**src/rtl/dtm_pkg.sv**
```systemverilog
package dtm_pkg;

  typedef enum logic [1:0] {
    OUT_NONE   = 2'd0,
    OUT_CLEAN  = 2'd1,
    OUT_GAVEUP = 2'd2,
    OUT_WRONG  = 2'd3
  } outcome_t;

  typedef enum logic [2:0] {
    SQ_IDLE,
    SQ_RESET,
    SQ_LOAD,
    SQ_RUN,
    SQ_CHECK,
    SQ_SCAN,
    SQ_FIN
  } seq_t;

  localparam logic [1:0] TGT_LLR   = 2'd0;
  localparam logic [1:0] TGT_GOLD  = 2'd1;
  localparam logic [1:0] TGT_LIMIT = 2'd2;

endpackage

```
**src/rtl/dtm_host_regs.sv**
```systemverilog
module dtm_host_regs
  import dtm_pkg::*;
#(
  parameter int FRAME_N      = 64,
  parameter int LLR_W        = 4,
  parameter int WORD_W       = 16,
  parameter int ITER_W       = 8,
  parameter int LIMIT_RST    = 100,
  parameter int IDX_W        = 4
) (
  input  logic                       clk,
  input  logic                       rst,
  input  logic                       busy,
  input  logic                       wr,
  input  logic [1:0]                 sel,
  input  logic [IDX_W-1:0]           idx,
  input  logic [WORD_W-1:0]          wdata,
  output logic [FRAME_N*LLR_W-1:0]   llr_flat,
  output logic [FRAME_N-1:0]         gold_flat,
  output logic [ITER_W-1:0]          limit
);

  localparam int LLR_WORDS  = FRAME_N * LLR_W / WORD_W;
  localparam int GOLD_WORDS = FRAME_N / WORD_W;

  logic wr_ok;
  assign wr_ok = wr && !busy;

  logic [WORD_W-1:0] llr_q  [LLR_WORDS];
  logic [WORD_W-1:0] gold_q [GOLD_WORDS];

  for (genvar i = 0; i < LLR_WORDS; i++) begin : g_llr
    always_ff @(posedge clk) begin
      if (rst)
        llr_q[i] <= '0;
      else if (wr_ok && sel == TGT_LLR && idx == IDX_W'(i))
        llr_q[i] <= wdata;
    end
    assign llr_flat[i*WORD_W +: WORD_W] = llr_q[i];
  end

  for (genvar g = 0; g < GOLD_WORDS; g++) begin : g_gold
    always_ff @(posedge clk) begin
      if (rst)
        gold_q[g] <= '0;
      else if (wr_ok && sel == TGT_GOLD && idx == IDX_W'(g))
        gold_q[g] <= wdata;
    end
    assign gold_flat[g*WORD_W +: WORD_W] = gold_q[g];
  end

  always_ff @(posedge clk) begin
    if (rst)
      limit <= ITER_W'(LIMIT_RST);
    else if (wr_ok && sel == TGT_LIMIT)
      limit <= wdata[ITER_W-1:0];
  end


  limit_write_chk: assert property (@(posedge clk) disable iff (rst)
    (wr && !busy && sel == TGT_LIMIT) |=> (limit == $past(wdata[ITER_W-1:0])));


  limit_hold_chk: assert property (@(posedge clk) disable iff (rst)
    busy |=> $stable(limit));

endmodule

```
**src/rtl/dtm_seq.sv**
```systemverilog
module dtm_seq
  import dtm_pkg::*;
#(
  parameter int ITER_W = 8,
  parameter int WIDX_W = 2,
  parameter int NWORDS = 4
) (
  input  logic              clk,
  input  logic              rst,
  input  logic              start,
  input  logic              dec_done,
  input  logic              frame_eq,
  input  logic [ITER_W-1:0] limit,
  output logic              dec_rst,
  output logic              dec_load,
  output logic              dec_run,
  output logic              busy,
  output logic              result_valid,
  output logic [1:0]        status,
  output logic [ITER_W-1:0] iter_cnt,
  output logic              capture,
  output logic              scan_en,
  output logic [WIDX_W-1:0] widx,
  output logic              fail_inc
);

  localparam logic [WIDX_W-1:0] LAST_W = WIDX_W'(NWORDS - 1);

  seq_t     state, nxt;
  logic     phase;
  outcome_t outc;

  always_comb begin
    nxt = state;
    case (state)
      SQ_IDLE:  if (start) nxt = SQ_RESET;
      SQ_RESET: nxt = SQ_LOAD;
      SQ_LOAD:  nxt = SQ_RUN;
      SQ_RUN: begin
        if (dec_done)              nxt = SQ_CHECK;
        else if (iter_cnt == limit) nxt = SQ_SCAN;
      end
      SQ_CHECK: nxt = frame_eq ? SQ_FIN : SQ_SCAN;
      SQ_SCAN:  if (widx == LAST_W) nxt = SQ_FIN;
      SQ_FIN:   nxt = SQ_IDLE;
      default:  nxt = SQ_IDLE;
    endcase
  end

  assign capture  = (state == SQ_RUN) && (nxt != SQ_RUN);
  assign scan_en  = (state == SQ_SCAN);
  assign fail_inc = (state == SQ_SCAN) && (nxt == SQ_FIN);

  always_ff @(posedge clk) begin
    if (rst) begin
      state        <= SQ_IDLE;
      dec_rst      <= 1'b0;
      dec_load     <= 1'b0;
      dec_run      <= 1'b0;
      busy         <= 1'b0;
      result_valid <= 1'b0;
    end else begin
      state        <= nxt;
      dec_rst      <= (nxt == SQ_RESET);
      dec_load     <= (nxt == SQ_LOAD);
      dec_run      <= (nxt == SQ_RUN);
      busy         <= (nxt != SQ_IDLE);
      result_valid <= (nxt == SQ_FIN);
    end
  end

  always_ff @(posedge clk) begin
    if (rst) begin
      iter_cnt <= '0;
      phase    <= 1'b0;
    end else if (state == SQ_LOAD) begin
      iter_cnt <= '0;
      phase    <= 1'b0;
    end else if (state == SQ_RUN && nxt == SQ_RUN) begin
      phase <= ~phase;
      if (phase) iter_cnt <= iter_cnt + 1'b1;
    end
  end

  always_ff @(posedge clk) begin
    if (rst || state != SQ_SCAN) widx <= '0;
    else                         widx <= widx + 1'b1;
  end

  always_ff @(posedge clk) begin
    if (rst)
      outc <= OUT_NONE;
    else if (state == SQ_RUN && nxt == SQ_SCAN)
      outc <= OUT_GAVEUP;
    else if (state == SQ_CHECK)
      outc <= frame_eq ? OUT_CLEAN : OUT_WRONG;
  end
  assign status = outc;


  rst_pulse_chk: assert property (@(posedge clk) disable iff (rst)
    dec_rst |=> (!dec_rst && dec_load));


  load_pulse_chk: assert property (@(posedge clk) disable iff (rst)
    dec_load |=> (!dec_load && dec_run));


  iter_step_chk: assert property (@(posedge clk) disable iff (rst)
    (dec_run && $past(dec_run)) |-> (iter_cnt == $past(iter_cnt) || iter_cnt == $past(iter_cnt) + 1'b1));


  iter_bound_chk: assert property (@(posedge clk) disable iff (rst)
    dec_run |-> (iter_cnt <= limit));


  result_pulse_chk: assert property (@(posedge clk) disable iff (rst)
    result_valid |=> (!result_valid && !busy));


  busy_cover_chk: assert property (@(posedge clk) disable iff (rst)
    (dec_rst || dec_load || dec_run || result_valid) |-> busy);

endmodule

```
**src/rtl/dtm_err_acc.sv**
```systemverilog
module dtm_err_acc #(
  parameter int FRAME_N = 64,
  parameter int WORD_W  = 16,
  parameter int CNT_W   = 16,
  parameter int WIDX_W  = 2
) (
  input  logic               clk,
  input  logic               rst,
  input  logic               capture,
  input  logic [FRAME_N-1:0] dec_frame,
  input  logic [FRAME_N-1:0] gold,
  input  logic               scan_en,
  input  logic [WIDX_W-1:0]  widx,
  input  logic               fail_inc,
  input  logic               clr,
  output logic               frame_eq,
  output logic [CNT_W-1:0]   bit_err,
  output logic [CNT_W-1:0]   frame_err
);

  localparam int PC_W = $clog2(WORD_W + 1);

  logic [FRAME_N-1:0] out_q;
  logic [WORD_W-1:0]  diff_w;
  logic [PC_W-1:0]    pc;
  logic [CNT_W:0]     bit_sum;
  logic [CNT_W:0]     frm_sum;

  function automatic logic [PC_W-1:0] ones(input logic [WORD_W-1:0] w);
    logic [PC_W-1:0] n;
    n = '0;
    for (int b = 0; b < WORD_W; b++) n = n + PC_W'(w[b]);
    return n;
  endfunction

  always_ff @(posedge clk) begin
    if (rst)          out_q <= '0;
    else if (capture) out_q <= dec_frame;
  end

  assign frame_eq = (out_q == gold);
  assign diff_w   = out_q[int'(widx)*WORD_W +: WORD_W] ^ gold[int'(widx)*WORD_W +: WORD_W];
  assign pc       = ones(diff_w);
  assign bit_sum  = {1'b0, bit_err} + (CNT_W+1)'(pc);
  assign frm_sum  = {1'b0, frame_err} + 1'b1;

  always_ff @(posedge clk) begin
    if (rst || clr)
      bit_err <= '0;
    else if (scan_en)
      bit_err <= bit_sum[CNT_W] ? {CNT_W{1'b1}} : bit_sum[CNT_W-1:0];
  end

  always_ff @(posedge clk) begin
    if (rst || clr)
      frame_err <= '0;
    else if (fail_inc)
      frame_err <= frm_sum[CNT_W] ? {CNT_W{1'b1}} : frm_sum[CNT_W-1:0];
  end


  bit_err_mono_chk: assert property (@(posedge clk) disable iff (rst)
    !clr |=> (bit_err >= $past(bit_err)));


  bit_err_idle_chk: assert property (@(posedge clk) disable iff (rst)
    (!clr && !scan_en) |=> $stable(bit_err));


  frame_err_step_chk: assert property (@(posedge clk) disable iff (rst)
    !clr |=> (frame_err == $past(frame_err) || frame_err == $past(frame_err) + 1'b1));


  clear_chk: assert property (@(posedge clk) disable iff (rst)
    clr |=> (bit_err == '0 && frame_err == '0));

endmodule

```
**src/rtl/ldpc_trial_ctrl.sv**
```systemverilog
module ldpc_trial_ctrl
  import dtm_pkg::*;
#(
  parameter int FRAME_N   = 64,
  parameter int LLR_W     = 4,
  parameter int WORD_W    = 16,
  parameter int ITER_W    = 8,
  parameter int LIMIT_RST = 100,
  parameter int CNT_W     = 16,
  parameter int IDX_W     = $clog2(FRAME_N * LLR_W / WORD_W)
) (
  input  logic                     clk,
  input  logic                     rst,
  input  logic                     host_wr,
  input  logic [1:0]               host_sel,
  input  logic [IDX_W-1:0]         host_idx,
  input  logic [WORD_W-1:0]        host_wdata,
  input  logic                     start,
  input  logic                     clr_cnt,
  output logic                     dec_rst,
  output logic                     dec_load,
  output logic                     dec_run,
  output logic [FRAME_N*LLR_W-1:0] dec_llr,
  input  logic                     dec_done,
  input  logic [FRAME_N-1:0]       dec_frame,
  output logic                     busy,
  output logic                     result_valid,
  output logic [1:0]               status,
  output logic [ITER_W-1:0]        iter_cnt,
  output logic [CNT_W-1:0]         bit_err_cnt,
  output logic [CNT_W-1:0]         frame_err_cnt
);

  localparam int NWORDS = FRAME_N / WORD_W;
  localparam int WIDX_W = (NWORDS > 1) ? $clog2(NWORDS) : 1;

  logic [FRAME_N-1:0] gold;
  logic [ITER_W-1:0]  limit;
  logic               capture, scan_en, fail_inc, frame_eq;
  logic [WIDX_W-1:0]  widx;

  dtm_host_regs #(
    .FRAME_N(FRAME_N), .LLR_W(LLR_W), .WORD_W(WORD_W),
    .ITER_W(ITER_W), .LIMIT_RST(LIMIT_RST), .IDX_W(IDX_W)
  ) u_regs (
    .clk(clk), .rst(rst), .busy(busy),
    .wr(host_wr), .sel(host_sel), .idx(host_idx), .wdata(host_wdata),
    .llr_flat(dec_llr), .gold_flat(gold), .limit(limit)
  );

  dtm_seq #(
    .ITER_W(ITER_W), .WIDX_W(WIDX_W), .NWORDS(NWORDS)
  ) u_seq (
    .clk(clk), .rst(rst), .start(start), .dec_done(dec_done),
    .frame_eq(frame_eq), .limit(limit),
    .dec_rst(dec_rst), .dec_load(dec_load), .dec_run(dec_run),
    .busy(busy), .result_valid(result_valid), .status(status),
    .iter_cnt(iter_cnt), .capture(capture), .scan_en(scan_en),
    .widx(widx), .fail_inc(fail_inc)
  );

  dtm_err_acc #(
    .FRAME_N(FRAME_N), .WORD_W(WORD_W), .CNT_W(CNT_W), .WIDX_W(WIDX_W)
  ) u_acc (
    .clk(clk), .rst(rst), .capture(capture), .dec_frame(dec_frame),
    .gold(gold), .scan_en(scan_en), .widx(widx), .fail_inc(fail_inc),
    .clr(clr_cnt), .frame_eq(frame_eq),
    .bit_err(bit_err_cnt), .frame_err(frame_err_cnt)
  );

endmodule

```
**config.mk**
```make
export PLATFORM = sky130hd
export DESIGN_NAME = ldpc_trial_ctrl
export DESIGN_NICKNAME = d
export VERILOG_FILES = /design/src/rtl/dtm_pkg.sv /design/src/rtl/dtm_host_regs.sv /design/src/rtl/dtm_seq.sv /design/src/rtl/dtm_err_acc.sv /design/src/rtl/ldpc_trial_ctrl.sv
export SDC_FILE = /design/constraint.sdc
export NUM_CORES = 1
export LEC_CHECK = 0
export BUFFER_PORTS_ARGS = -buffer_cell sky130_fd_sc_hd__buf_2
export CORE_MARGIN = 5
export CORE_UTILIZATION = 35
export DETAILED_ROUTE_END_ITERATION = 8
export GPL_TIMING_DRIVEN = 0
export HOLD_SLACK_MARGIN = 0.12
export PLACE_DENSITY = 0.54
export SLEW_MARGIN = 20
export SYNTH_ARGS = -nofsm -noshare
export SYNTH_HDL_FRONTEND = slang
export SYNTH_SLANG_ARGS = --single-unit
```
**constraint.sdc**
```tcl
create_clock -name clk -period 19.8 [get_ports clk]
set_input_delay 0.99 -clock clk [delete_from_list [all_inputs] [get_ports clk]]
set_output_delay 0.99 -clock clk [all_outputs]
set_load 0.005 [all_outputs]
```
==> flow_summary.ini <==
[run_status]
status = finished, final reports clean

[synthesis]
synth_area_per_cell_um2 = 13.0
ys_types = 52
yosysSeqAreaShare_pct = 64.8
synth.yosys.warnings = 0
synth-main-ff-cell = edfxtp_1
syn_inst = 1439
synth_edf_count = 320
syn-cell-area_um2 = 18700
synth-seq-cells = 445
async_flop_share_pct = 0
syn-num-nets = 1555

[worst_hold_path]
hp-class = flip-flop to flip-flop

[clock_network]
cts_tree = built
clk_path_buf_depth = 3
cts.sinks = 445
cts_inserted_buffers = 50
path_clk_slew_ns = 0.06
htreeDepth = 2
cts_setup_buffers = 0
cts_resized = 0
clockRootBuffer = clkbuf_16
insertion_delay_ns = 0.59
cts_hold_buf = 0

[worst_setup_path]
required_ns = 20.31
crit_chain = clkbuf_1 > buf_1 > mux4_1 > ha_1 > fa_1 > fa_1 > fa_1 > inv_1 > fa_1 > fa_1 > fa_1 > inv_1 > ha_1 > a21o_1 > a21oi_1 > o21ai_0 > nand2_1 > or4_1 > nand3_1
crit_type = flip-flop to flip-flop
crit_top_cell = fa_1
max_stage_delay_ns = 0.64
worstSetupStartpointType = flip-flop
arrival_ns = 7.90
crit_path_top_delay_cell = mux4_1
crit_fanout = 10
end_kind = flip-flop

[sta]
rsz0062_at_grt = no
maxSlewHeadroom_pct = 29.7
tns_ns = 0
hold_viol = 0
slew_viol_final = 0
tightest_slew_ns = 1.05
fin_skew_ns = 0.0274
timing.fmax_mhz = 135
period_needed_ns = 7.39
setup_viol = 0
finalCritPeriodShare_pct = 37.3

[grt]
grt_pass1_vias = 12700
overflow = 0
grt_util_all_layers_pct = 20.0
grt_pass1_wl_um = 85300
grt_max_degree = 17
antenna_found_initial = 9

[finish]
ff_latch_area_um2 = 12100
fill_cells = 4957
final_util_pct = 44.5
areaGrowthSynthToFinish_pct = 25.6
fin_nets = 2011
drive_gt1_share_pct = 27.4
stdcell_count = 2628
multi_input_area_um2 = 6270

[die]
dieHeight_um = 241
coreArea_um2 = 52800
start_util_pct = 35.4
fp.dieW_um = 241
num_io_pins = 395
rows = 84
die_area_um2 = 58100

[route]
drt-pass1-iter-count = 5
drt_iter0_markers = 643
ant_nets = 0
wl_per_cell_um = 22.8
detailroute.via_count = 12600
viasPerCell = 4.79
drc = 0
finalWirelength_um = 60000

[pwr]
peakVddDrop_uv = 65.7
power_density_nw_per_um2 = 91.1
p_leak_nw = 9.54

[place]
dp.final_hpwl_um = 45100
port_buffers = 384
routabilityCongestion = 0.829
dpl.cell_count = 2531

[flow_run]
cap_violations = 0
[metal layers]
metal  global-route usage [%]  wire (um)
met5                        0         27
met4                     4.75       1220
met3                     7.35       5710
met2                     34.0      29500
met1                     24.4      23600
[path summary, 6_finish.rpt]
| kind | start | to | slack [ns] | depth (start not counted) |
|---|---|---|---|---|
| max | u_seq.widx[1] | u_acc.bit_err[7] | 12.41 | 19 |
| min | u_seq.phase | u_seq.phase | 0.49 | 2 |
| max reg2reg | u_seq.widx[1] | u_acc.bit_err[7] | 12.41 | 19 |
| min reg2reg | u_seq.phase | u_seq.phase | 0.49 | 2 |
[layout make-up]
class / instances / area share [%]
Sequential cell: 445 / 51.6
Multi-Input combinational cell: 878 / 26.7
Timing Repair Buffer: 404 / 9.20
Clock buffer: 66 / 5.85
Tap cell: 688 / 3.67
Buffer: 91 / 1.49
Clock inverter: 26 / 1.04
Inverter: 25 / 0.400
Antenna cell: 5 / 0.0533
[through the flow]
step / worst slack, ns / instance area [um^2] / hold slack (ns) / total power, mW
3_3_place_gp: 12.39 / 21500 / 0.464 / 1.23
6_report: 12.41 / 23500 / 0.489 / 2.14
5_1_grt: 11.91 / 23500 / 0.522 / 2.22
2_1_floorplan: 13.01 / 18700 / 0.453 / 1.15
3_5_place_dp: 12.34 / 21800 / 0.489 / 1.24
4_1_cts: 12.32 / 23500 / 0.497 / 2.17
[Yosys cell counts, types with 4 or more instances]
cell      number  area (um^2)
nor2b_1        5         31.3
nand2b_1       7         43.8
dfxtp_1      125         2500
a211oi_1       4         30.0
clkbuf_1      81          304
mux2i_1       77          771
o21a_1         5         37.5
and2_1       323         2020
nand2_1       28          105
nor2_1       115          432
buf_2          7         35.0
ha_1          13          163
or2_2          7         43.8
nand3_1       18         90.1
nand4_1       12         75.1
and3_1         9         56.3
xor2_1        59          517
inv_1         25         93.8
nor4_1        13         81.3
nor3_1        21          105
xnor2_1       35          307
a21oi_1       24          120
o31ai_1        5         37.5
or4_1          4         30.0
or3_1          5         31.3
mux4_2        15          338
edfxtp_1     320         9610
o21ai_0       30          150
fa_1          11          220
[power breakdown]
group	internal, mW	leakage [nW]	total (mW)	switching, mW
combinational	0.0700	4.45	0.184	0.114
clock	0.539	0.796	0.919	0.380
sequential	1.02	4.30	1.04	0.0114
total	1.63	9.54	2.14	0.505
[flip-flops by register name (all words and copies together), names as in the netlist, 3 cells and up]
register	cells
u_seq.iter_cnt	8
u_regs.llr_q	256
u_acc.out_q	64
u_acc.bit_err	16
u_regs.limit	8
u_regs.gold_q	64
u_acc.frame_err	16
u_seq.state	3
[kinds of logic (layout without fill, tap and decap cells)]
kind of cell,count (synthesis),in the layout,share of synthesized area (%)
flops,445,445,64.8
other cells,0,5,0
xor+xnor,94,94,4.40
compound gates,87,87,2.77
buf+inv,116,612,2.38
fa+ha+maj,24,24,2.05
mux,93,93,6.07
simple gates,580,580,17.5
[critical path: cells and delay by family (launching register included)]
kind / cells / cell delay (ns)
muxes: 1 / 0.64
adders and majority gates: 8 / 3.75
DFF: 1 / 0.33
buffers and inverters: 4 / 1.21
and+or+nand+nor: 3 / 0.77
AOI/OAI and AO/OA: 3 / 0.60
[placed cells by master, fill, tap and decap left out, types with 4 or more instances in the layout]
master / count
xor2_1: 59
nor3_1: 21
nor2b_1: 5
nor4_1: 12
dfxtp_1: 125
clkbuf_16: 51
nand3_1: 18
or2_2: 7
clkinv_2: 11
and3_1: 9
clkinv_1: 8
mux2i_1: 77
ha_1: 13
buf_6: 17
o21ai_2: 15
fa_1: 11
o21a_1: 5
buf_2: 391
or4_1: 4
diode_2: 5
a21oi_1: 24
o21ai_0: 15
xnor2_1: 35
nand4_1: 12
mux4_2: 15
nand2_1: 28
or3_1: 5
edfxtp_1: 320
nand2b_1: 7
o31ai_4: 5
nor2_1: 115
and2_1: 323
bufinv_16: 4
clkbuf_8: 4
inv_1: 25
a211oi_1: 4
clkbuf_1: 92
Power figures use the tool's default switching activity.
